$ cat src/rtl/flag_alu_pkg.sv
package flag_alu_pkg;

  typedef enum logic [3:0] {
    FN_PASS_A = 4'h0,
    FN_INC    = 4'h1,
    FN_ADD    = 4'h2,
    FN_ADD1   = 4'h3,
    FN_SUB1   = 4'h4,
    FN_SUB    = 4'h5,
    FN_DEC    = 4'h6,
    FN_PASS_B = 4'h7,
    FN_OR     = 4'h8,
    FN_AND    = 4'h9,
    FN_XOR    = 4'hA,
    FN_NOT_A  = 4'hB,
    FN_NOT_B  = 4'hC,
    FN_SHR_B  = 4'hD,
    FN_SHL_B  = 4'hE,
    FN_CLEAR  = 4'hF
  } alu_fn_e;

  localparam int FLG_Z = 0;
  localparam int FLG_N = 1;
  localparam int FLG_C = 2;
  localparam int FLG_V = 3;
  localparam int FLG_W = 4;

  function automatic logic fn_is_arith(logic [3:0] fn);
    return (fn >= 4'h1) && (fn <= 4'h6);
  endfunction

endpackage

$ cat src/rtl/alu_adder.sv
module alu_adder
  import flag_alu_pkg::*;
#(
  parameter int WIDTH = 16
) (
  input  logic [WIDTH-1:0] a_i,
  input  logic [WIDTH-1:0] b_i,
  input  logic [3:0]       fn_i,
  output logic [WIDTH-1:0] sum_o,
  output logic             cout_o,
  output logic             ovf_o
);
  localparam int MSB = WIDTH - 1;

  logic [WIDTH-1:0] op_y;
  logic             cin;
  logic [WIDTH:0]   full;

  // second addend and carry-in both come from the code alone
  always_comb begin
    op_y = '0;
    cin  = 1'b0;
    case (fn_i)
      FN_INC:  begin op_y = '0;   cin = 1'b1; end
      FN_ADD:  begin op_y = b_i;  cin = 1'b0; end
      FN_ADD1: begin op_y = b_i;  cin = 1'b1; end
      FN_SUB1: begin op_y = ~b_i; cin = 1'b0; end
      FN_SUB:  begin op_y = ~b_i; cin = 1'b1; end
      FN_DEC:  begin op_y = '1;   cin = 1'b0; end
      default: begin op_y = '0;   cin = 1'b0; end
    endcase
  end

  assign full   = {1'b0, a_i} + {1'b0, op_y} + {{WIDTH{1'b0}}, cin};
  assign sum_o  = full[MSB:0];
  assign cout_o = full[WIDTH];
  assign ovf_o  = (a_i[MSB] == op_y[MSB]) && (full[MSB] != a_i[MSB]);

  always_comb begin
    if (fn_i == FN_INC && a_i == '1)
      AST_INC_WRAP: assert (sum_o == '0 && cout_o) else $error("inc wrap");
    if (fn_i == FN_DEC && a_i == '0)
      AST_DEC_WRAP: assert (sum_o == '1 && !cout_o) else $error("dec wrap");
  end

endmodule

$ cat src/rtl/alu_bitops.sv
module alu_bitops
  import flag_alu_pkg::*;
#(
  parameter int WIDTH = 16
) (
  input  logic [WIDTH-1:0] a_i,
  input  logic [WIDTH-1:0] b_i,
  input  logic [3:0]       fn_i,
  output logic [WIDTH-1:0] res_o
);
  localparam int MSB = WIDTH - 1;

  for (genvar g = 0; g < WIDTH; g++) begin : g_bit
    logic from_hi;
    logic from_lo;

    if (g == MSB) begin : g_top
      assign from_hi = 1'b0;
    end else begin : g_mid_hi
      assign from_hi = b_i[g+1];
    end

    if (g == 0) begin : g_bot
      assign from_lo = 1'b0;
    end else begin : g_mid_lo
      assign from_lo = b_i[g-1];
    end

    always_comb begin
      case (fn_i)
        FN_PASS_A: res_o[g] = a_i[g];
        FN_PASS_B: res_o[g] = b_i[g];
        FN_OR:     res_o[g] = a_i[g] | b_i[g];
        FN_AND:    res_o[g] = a_i[g] & b_i[g];
        FN_XOR:    res_o[g] = a_i[g] ^ b_i[g];
        FN_NOT_A:  res_o[g] = ~a_i[g];
        FN_NOT_B:  res_o[g] = ~b_i[g];
        FN_SHR_B:  res_o[g] = from_hi;
        FN_SHL_B:  res_o[g] = from_lo;
        default:   res_o[g] = 1'b0;
      endcase
    end
  end

  always_comb begin
    if (fn_i == FN_SHR_B)
      AST_SHR_FILL: assert (!res_o[MSB]) else $error("shr fill");
    if (fn_i == FN_SHL_B)
      AST_SHL_FILL: assert (!res_o[0]) else $error("shl fill");
  end

endmodule

$ cat src/rtl/alu_flags.sv
module alu_flags
  import flag_alu_pkg::*;
#(
  parameter int WIDTH = 16
) (
  input  logic [3:0]       fn_i,
  input  logic [WIDTH-1:0] y_i,
  input  logic             cout_i,
  input  logic             ovf_i,
  output logic [FLG_W-1:0] upd_o,
  output logic [FLG_W-1:0] flg_o
);
  logic [FLG_W-1:0] raw;

  always_comb begin
    if (fn_is_arith(fn_i))       upd_o = 4'b1111;
    else if (fn_i == FN_CLEAR)   upd_o = 4'b0000;
    else                         upd_o = 4'b0011;
  end

  always_comb begin
    raw        = '0;
    raw[FLG_V] = ovf_i;
    raw[FLG_C] = cout_i;
    raw[FLG_N] = y_i[WIDTH-1];
    raw[FLG_Z] = (y_i == '0);
  end

  assign flg_o = raw & upd_o;

endmodule

$ cat src/rtl/flag_alu.sv
module flag_alu
  import flag_alu_pkg::*;
#(
  parameter int WIDTH = 16
) (
  input  logic [WIDTH-1:0] a_i,
  input  logic [WIDTH-1:0] b_i,
  input  logic [3:0]       fn_i,
  output logic [WIDTH-1:0] y_o,
  output logic             v_o,
  output logic             c_o,
  output logic             n_o,
  output logic             z_o,
  output logic [3:0]       upd_o
);
  localparam int MSB = WIDTH - 1;

  logic [WIDTH-1:0] sum;
  logic [WIDTH-1:0] bit_res;
  logic             cout;
  logic             ovf;
  logic [FLG_W-1:0] flg;
  logic [FLG_W-1:0] upd;

  alu_adder #(.WIDTH(WIDTH)) u_adder (
    .a_i(a_i), .b_i(b_i), .fn_i(fn_i),
    .sum_o(sum), .cout_o(cout), .ovf_o(ovf)
  );

  alu_bitops #(.WIDTH(WIDTH)) u_bitops (
    .a_i(a_i), .b_i(b_i), .fn_i(fn_i), .res_o(bit_res)
  );

  assign y_o = fn_is_arith(fn_i) ? sum : bit_res;

  alu_flags #(.WIDTH(WIDTH)) u_flags (
    .fn_i(fn_i), .y_i(y_o), .cout_i(cout), .ovf_i(ovf),
    .upd_o(upd), .flg_o(flg)
  );

  assign v_o   = flg[FLG_V];
  assign c_o   = flg[FLG_C];
  assign n_o   = flg[FLG_N];
  assign z_o   = flg[FLG_Z];
  assign upd_o = upd;

  always_comb begin
    if (fn_i == FN_PASS_B)
      AST_XFER_B: assert (y_o == b_i) else $error("xfer b");
    if (fn_i == FN_CLEAR)
      AST_CLEAR: assert (y_o == '0 && upd_o == 4'b0 && !v_o && !c_o && !n_o && !z_o) else $error("clear");
    if (fn_is_arith(fn_i))
      AST_ARITH_MASK: assert (upd_o == 4'b1111) else $error("arith mask");
    AST_UNMASKED_LOW: assert (({v_o, c_o, n_o, z_o} & ~upd_o) == 4'b0) else $error("unmasked flag");
    if (upd_o[FLG_Z])
      AST_ZERO_FLAG: assert (z_o == (y_o == '0)) else $error("zero flag");
    if (upd_o[FLG_N])
      AST_NEG_FLAG: assert (n_o == y_o[MSB]) else $error("neg flag");
  end

endmodule

$ cat config.mk
export PLATFORM = sky130hd
export DESIGN_NAME = flag_alu
export DESIGN_NICKNAME = d
export VERILOG_FILES = /design/src/rtl/flag_alu_pkg.sv /design/src/rtl/alu_adder.sv /design/src/rtl/alu_bitops.sv /design/src/rtl/alu_flags.sv /design/src/rtl/flag_alu.sv
export SDC_FILE = /design/constraint.sdc
export NUM_CORES = 1
export LEC_CHECK = 0
export BUFFER_PORTS_ARGS = -buffer_cell sky130_fd_sc_hd__buf_2
export CORE_MARGIN = 2
export CORE_UTILIZATION = 54
export DETAILED_ROUTE_END_ITERATION = 12
export PLACE_DENSITY = 0.84
export SLEW_MARGIN = 20
export SYNTH_ARGS = -nofsm -noshare
export SYNTH_HDL_FRONTEND = slang
export SYNTH_SLANG_ARGS = --single-unit
$ cat constraint.sdc
create_clock -name vclk -period 5
set_clock_uncertainty 0.05 [all_clocks]
set_input_delay 0.5 -clock vclk [all_inputs]
set_output_delay 0.5 -clock vclk [all_outputs]
set_load 0.005 [all_outputs]
## Word-level counts from Yosys, hierarchy flattened

Index checks and enable logic that the tools add are counted.

| cells by class | value |
|---|---|
| muxes and demuxes | 21 |
| equality and inequality tests | 17 |
| bitwise operators | 82 |
| add/subtract/negate cells | 2 |
| order comparisons | 2 |
| reduce and logical (&&, ||, !) cells | 7 |

Operator list:

| cell | number |
|---|---|
| $pmux W1 S9 | 14 |
| $pmux W16 S3 | 1 |
| $eq A4 B4 Y1 const B | 8 |
| $not A1 Y1 | 32 |
| $add A16 B16 Y17 | 1 |
| $add A17 B1 Y17 | 1 |
| $and A1 B1 Y1 | 16 |
| $eq A4 B3 Y1 const B | 4 |
| $logic_not A16 Y1 | 1 |
| $mux W16 | 1 |
| $not A16 Y16 | 1 |
| $or A1 B1 Y1 | 16 |
| $pmux W1 S8 | 2 |
| $xor A1 B1 Y1 | 16 |
| $eq A4 B2 Y1 const B | 2 |
| $and A4 B4 Y4 | 1 |
| $eq A4 B1 Y1 const B | 1 |
| $ge A4 B1 Y1 const B | 1 |
| $le A4 B3 Y1 const B | 1 |
| $logic_not A4 Y1 | 1 |
| $mux W4 | 1 |
| $reduce_or A2 Y1 | 2 |
| $reduce_or A3 Y1 | 1 |
| $logic_and A1 B1 Y1 | 2 |
| 4 further kinds | 4 |

| storage, ports and cells | value |
|---|---|
| output and inout bits | 24 |
| bits in registers | 0 |
| bits of input ports | 36 |
| logic and storage cells | 131 |

## Depth between registers and ports, before layout

| logic depth | value |
|---|---|
| depth in word-level cells | 8 |
| depth in mapped cells | 17 |
| depth with buffers taken out | 13 |

## Hierarchy

A second synthesis with hierarchy kept.

| unflattened totals | value |
|---|---|
| cell total of the unflattened synthesis | 518 |
| area total of the unflattened synthesis | 3524.6 um^2 |

Modules (own cells, without submodules):

| module | sequential area each (um^2) | times used | area an instance (um^2) | cells an instance |
|---|---|---|---|---|
| alu_bitops | 0.0 | 1 | 1795.5 | 247 |
| alu_adder | 0.0 | 1 | 1139.8 | 176 |
| flag_alu | 0.0 | 1 | 485.5 | 79 |
| alu_flags | 0.0 | 1 | 103.8 | 16 |

## Worst setup path before layout

OpenSTA, ideal clock, no wires.

| timing path | value |
|---|---|
| path type | in2out |
| start | input port fn_i[2] |
| end | output port z_o |
| buffers on the path | 6 |
| slack | -0.113 ns |
| data required time | 4.450 ns |
| arrival | 4.563 ns |
| cell stages on the path | 17 |
| cell sequence | buf_2 -> buf_2 -> buf_2 -> buf_2 -> buf_1 -> a21o_1 -> buf_1 -> nor2_1 -> ha_1 -> nor2b_1 -> o31a_1 -> or4_1 -> a221oi_1 -> xnor2_1 -> o21ai_0 -> or4_1 -> nor4_2 |

| on the way | value |
|---|---|
| cells in the longest elaborated chain, start to end | 8 |
| elaborated cells between the ends (all ways) | 47 |
| those cells by class | add/sub (2); order compare (2); eq/ne (15); mux (21); bitwise (1); reduce/logical (6) |

RTL lines:

| element | line | RTL |
|---|---|---|
| from (decl) | flag_alu.sv:8 | `input logic [3:0] fn_i,` |
| $eq A4 B3 Y1 / $eq A4 B2 Y1 (equally long branches) | alu_adder.sv:23 | `case (fn_i)` |
| $reduce_or A2 Y1 (no source line) | -- |  |
| $pmux W16 S3 | alu_adder.sv:23 |  |
| $add A16 B16 Y17 | alu_adder.sv:34 | `assign full = {1'b0, a_i} + {1'b0, op_y} + {{WIDTH{1'b0}}, cin};` |
| $add A17 B1 Y17 | alu_adder.sv:34 |  |
| $mux W16 * | flag_alu.sv:34 | `assign y_o = fn_is_arith(fn_i) ? sum : bit_res;` |
| named net y_o[14] | flag_alu.sv:9 | `output logic [WIDTH-1:0] y_o,` |
| $logic_not A16 Y1 * | alu_flags.sv:26 | `raw[FLG_Z] = (y_i == '0);` |
| $and A4 B4 Y4 * | alu_flags.sv:29 | `assign flg_o = raw & upd_o;` |
| to (decl) | flag_alu.sv:13 | `output logic z_o,` |

Mark *: on every way through the listed nets, which the timed path passes. The rest lies on a longest branch.

## Final worst setup path

| timing path | value |
|---|---|
| start | input port fn_i[0] |
| end | output port z_o |

| on the way | value |
|---|---|
| cells in the longest elaborated chain, start to end | 8 |
| elaborated cells between the ends (all ways) | 47 |
| those cells by class | add/sub (2); order compare (2); eq/ne (15); mux (21); bitwise (1); reduce/logical (6) |

RTL lines:

| element | line |
|---|---|
| $eq A4 B3 Y1 / $eq A4 B2 Y1 (equally long branches) | alu_adder.sv:23 |
| $reduce_or A2 Y1 (no source line) | -- |
| $pmux W16 S3 | alu_adder.sv:23 |
| $add A16 B16 Y17 | alu_adder.sv:34 |
| $add A17 B1 Y17 | alu_adder.sv:34 |
| $mux W16 | flag_alu.sv:34 |
| $logic_not A16 Y1 | alu_flags.sv:26 |
| $and A4 B4 Y4 * | alu_flags.sv:29 |

Every way passes the cells marked *; elsewhere a longest branch is shown, timed or not.

==> PnR_summary.wiki <==
{| class="wikitable"
! Metric !! Value
|-
| Multiplexer share of the synthesized area || 0.0682
|-
| Largest voltage drop on the vdd net || 43.0 uV
|-
| Number of buffers added for setup after CTS || 0
|-
| Final core utilization || 0.615
|-
| Class of the most critical hold timing path || in2out
|-
| Final setup fails || 0
|-
| Proportion of synthesized chip area in sequential cells || 0
|-
| DRC violations left || 0
|-
| Total nets after synthesis || 559
|-
| Total routing usage reported by global routing || 0.326
|-
| Post-Synthesis Cell Area || 0.00314 sq mm
|-
| Synth area leader || ha_1
|-
| Detail Route Antenna Nets || 0
|-
| Core area || 0.00557 sq mm
|-
| Shortest period the worst path allows || 4.72 ns
|-
| Placer's final routability congestion estimate || 0.969
|-
| Fin Setup TNS || 0 ns
|-
| Post-synthesis adder-cell area fraction || 0.200
|-
| Number of antenna diodes || 0
|-
| Maximum number of pins on one net before global-route repair || 48
|-
| GR met3 Demand/Resource || 0.0169
|-
| Result of the run || finished clean
|-
| TritonRoute pass-1 iters || 5
|-
| Area of the die || 0.00643 sq mm
|-
| Max Clock Freq || 212 MHz
|-
| Most frequent cells in the layout || buf_2, nor2_1, ha_1
|-
| Compound-cell area share of the yosys netlist || 0.340
|-
| Critical path arrival || 4.17 ns
|-
| NumNets Final || 598
|-
| Iteration-0 DRC Markers || 515
|-
| Sum of routed wire length over all layers || 10500 um
|-
| Layout cell share with drive strength beyond 1 || 0.168
|-
| Post-route worst hold slack || 1.46 ns
|-
| Total number of vias || 3833
|-
| Final HPWL from detailed placement || 7910 um
|-
| Final count of hold timing violations || 0
|-
| Synth top area share || 0.187
|-
| Antenna violations before repair || 0
|-
| PostCTS Resize Cnt || 0
|-
| Sequential standard cell area || 0 sq um
|-
| Port-buffer cells || 60
|-
| Die Width || 80.2 um
|-
| Post-CTS Hold Fix Bufs || 0
|-
| Global-route wire length before repair || 17100 um
|-
| Wire length per cell || 17.9 um
|-
| Number of vias per cell after detailed routing || 6.57
|-
| YS warnings || 0
|-
| Num rows || 27
|-
| Crit path kind || in2out
|-
| Remaining global-route overflow || 0
|-
| Distinct cells, synth || 67
|-
| Post-route clock period utilization || 0.944
|-
| Global Route met2 Usage || 0.551
|-
| Type of element launching the critical path || primary input
|-
| Crit path max fanout || 4
|-
| Number of cells on the worst hold path || 4
|-
| Transition at the pin with the smallest max-transition slack || 1.07 ns
|-
| Max-slew violation count || 0
|-
| Clkbuf count || 0
|-
| Met1 track demand over resource in global routing || 0.445
|-
| CP Capture Type || output port
|-
| Power per cell area || 106 mW/mm^2
|-
| Initial Util || 0.563
|-
| Relative max-transition margin || 0.287
|-
| Most common cell after layout, fill and taps aside || buf_2
|-
| Critical hold path startpoint || b_i[3]
|-
| Dominant combinational cell family by area after synthesis || compound AO/OA/AOI/OAI gates
|-
| FFs & Latches || 0
|-
| Critical Path RT || 4.45 ns
|-
| Synth Area in Simple Gates || 0.252
|-
| Number of global-route vias before repair || 3458
|-
| Boundary pin count || 60
|-
| Unrepaired setup endpoints after global routing || false
|-
| Parity-gate share of the synthesized area counting xor and xnor cells || 0.0251
|-
| Average instance area after synthesis || 6.62 sq um
|-
| Sink of the worst hold path || y_o[4]
|-
| Synth-to-Final Area Change || 9.37%
|-
| Die height || 80.2 um
|-
| Biggest area contributors in the synthesized netlist || ha_1, nor2_1, a21oi_1
|-
| Number of instances in the synthesized netlist || 474
|-
| Max Cap Violations || 0
|-
| Standby leakage power || 0.00168 uW
|-
| Highest-utilization routing layer at the global route stage || met2
|}
where the power goes:
part	total, uW	leakage [uW]	switching, uW	internal, uW
clock	0	0	0	0
sequential	0	0	0	0
combinational	363	0.00168	214	149
cells by family (layout without fill, tap and decap cells):
kind of cell / Yosys count / count (layout)
multiplexers: 20 / 20
AO/OA/AOI/OAI: 157 / 157
adder cells (fa/ha/maj): 49 / 49
AND/OR/NAND/NOR: 158 / 158
XOR/XNOR: 9 / 9
buffers and inverters: 81 / 118
final cells by class:
type / instances / area, sq um
multi-input combinational: 393 / 2780
timing repair buffer: 72 / 390
fill: 542 / 2140
tap: 72 / 90.1
inverter: 46 / 173
worst max path at each step:
stage / start / to / cells after the start
2_1_floorplan: fn_i[2] / z_o / 16
3_3_place_gp: fn_i[0] / z_o / 14
3_5_place_dp: fn_i[0] / z_o / 16
4_1_cts: fn_i[0] / z_o / 16
5_1_grt: fn_i[0] / z_o / 16
6_report: fn_i[0] / z_o / 15
routing by layer:
layer,vias to the layer above,routed length [um]
li1,1806,-
met1,1765,4360
met2,236,4890
met3,26,912
met4,0,285
met5,-,0
per-stage QoR:
step / area, sq um / instances / total power, uW / worst slack, ns
finish: 3430 / 583 / 363 / 0.280
global route: 3430 / 583 / 399 / 0.140
CTS: 3430 / 583 / 354 / 0.309
detailed placement: 3430 / 583 / 353 / 0.307
global placement: 3430 / 583 / 345 / 0.373
floorplan: 3140 / 474 / 239 / 0.0536
Yosys cell counts, types with 4 or more instances:
cell and n:
a211oi_1 7, nand3_1 12, xnor2_1 9, o21a_1 5
a21o_1 8, nand2_1 37, nor3b_1 4, mux2i_1 18
nor2_1 52, a31oi_1 4, and3_1 4, o21ai_0 31
a221oi_1 6, nor2b_1 8, clkbuf_1 11, buf_6 4
a21oi_1 36, inv_1 46, o211ai_1 11, a22oi_1 11
ha_1 47, buf_2 14, nand2b_1 4, nor3_1 10
buf_1 4
worst max-delay path, stage by stage:
cell	delay [ns]
buf_2	0.11
and2_4	0.16
a21o_1	0.18
or2_2	0.31
fa_1	0.44
fa_1	0.42
nor2b_1	0.17
o31a_1	0.18
a21oi_1	0.05
nand2_1	0.09
nand4_1	0.10
or4b_1	0.59
or4_1	0.45
nor4_2	0.27
buf_2	0.15
Power figures use the tool's default switching activity.
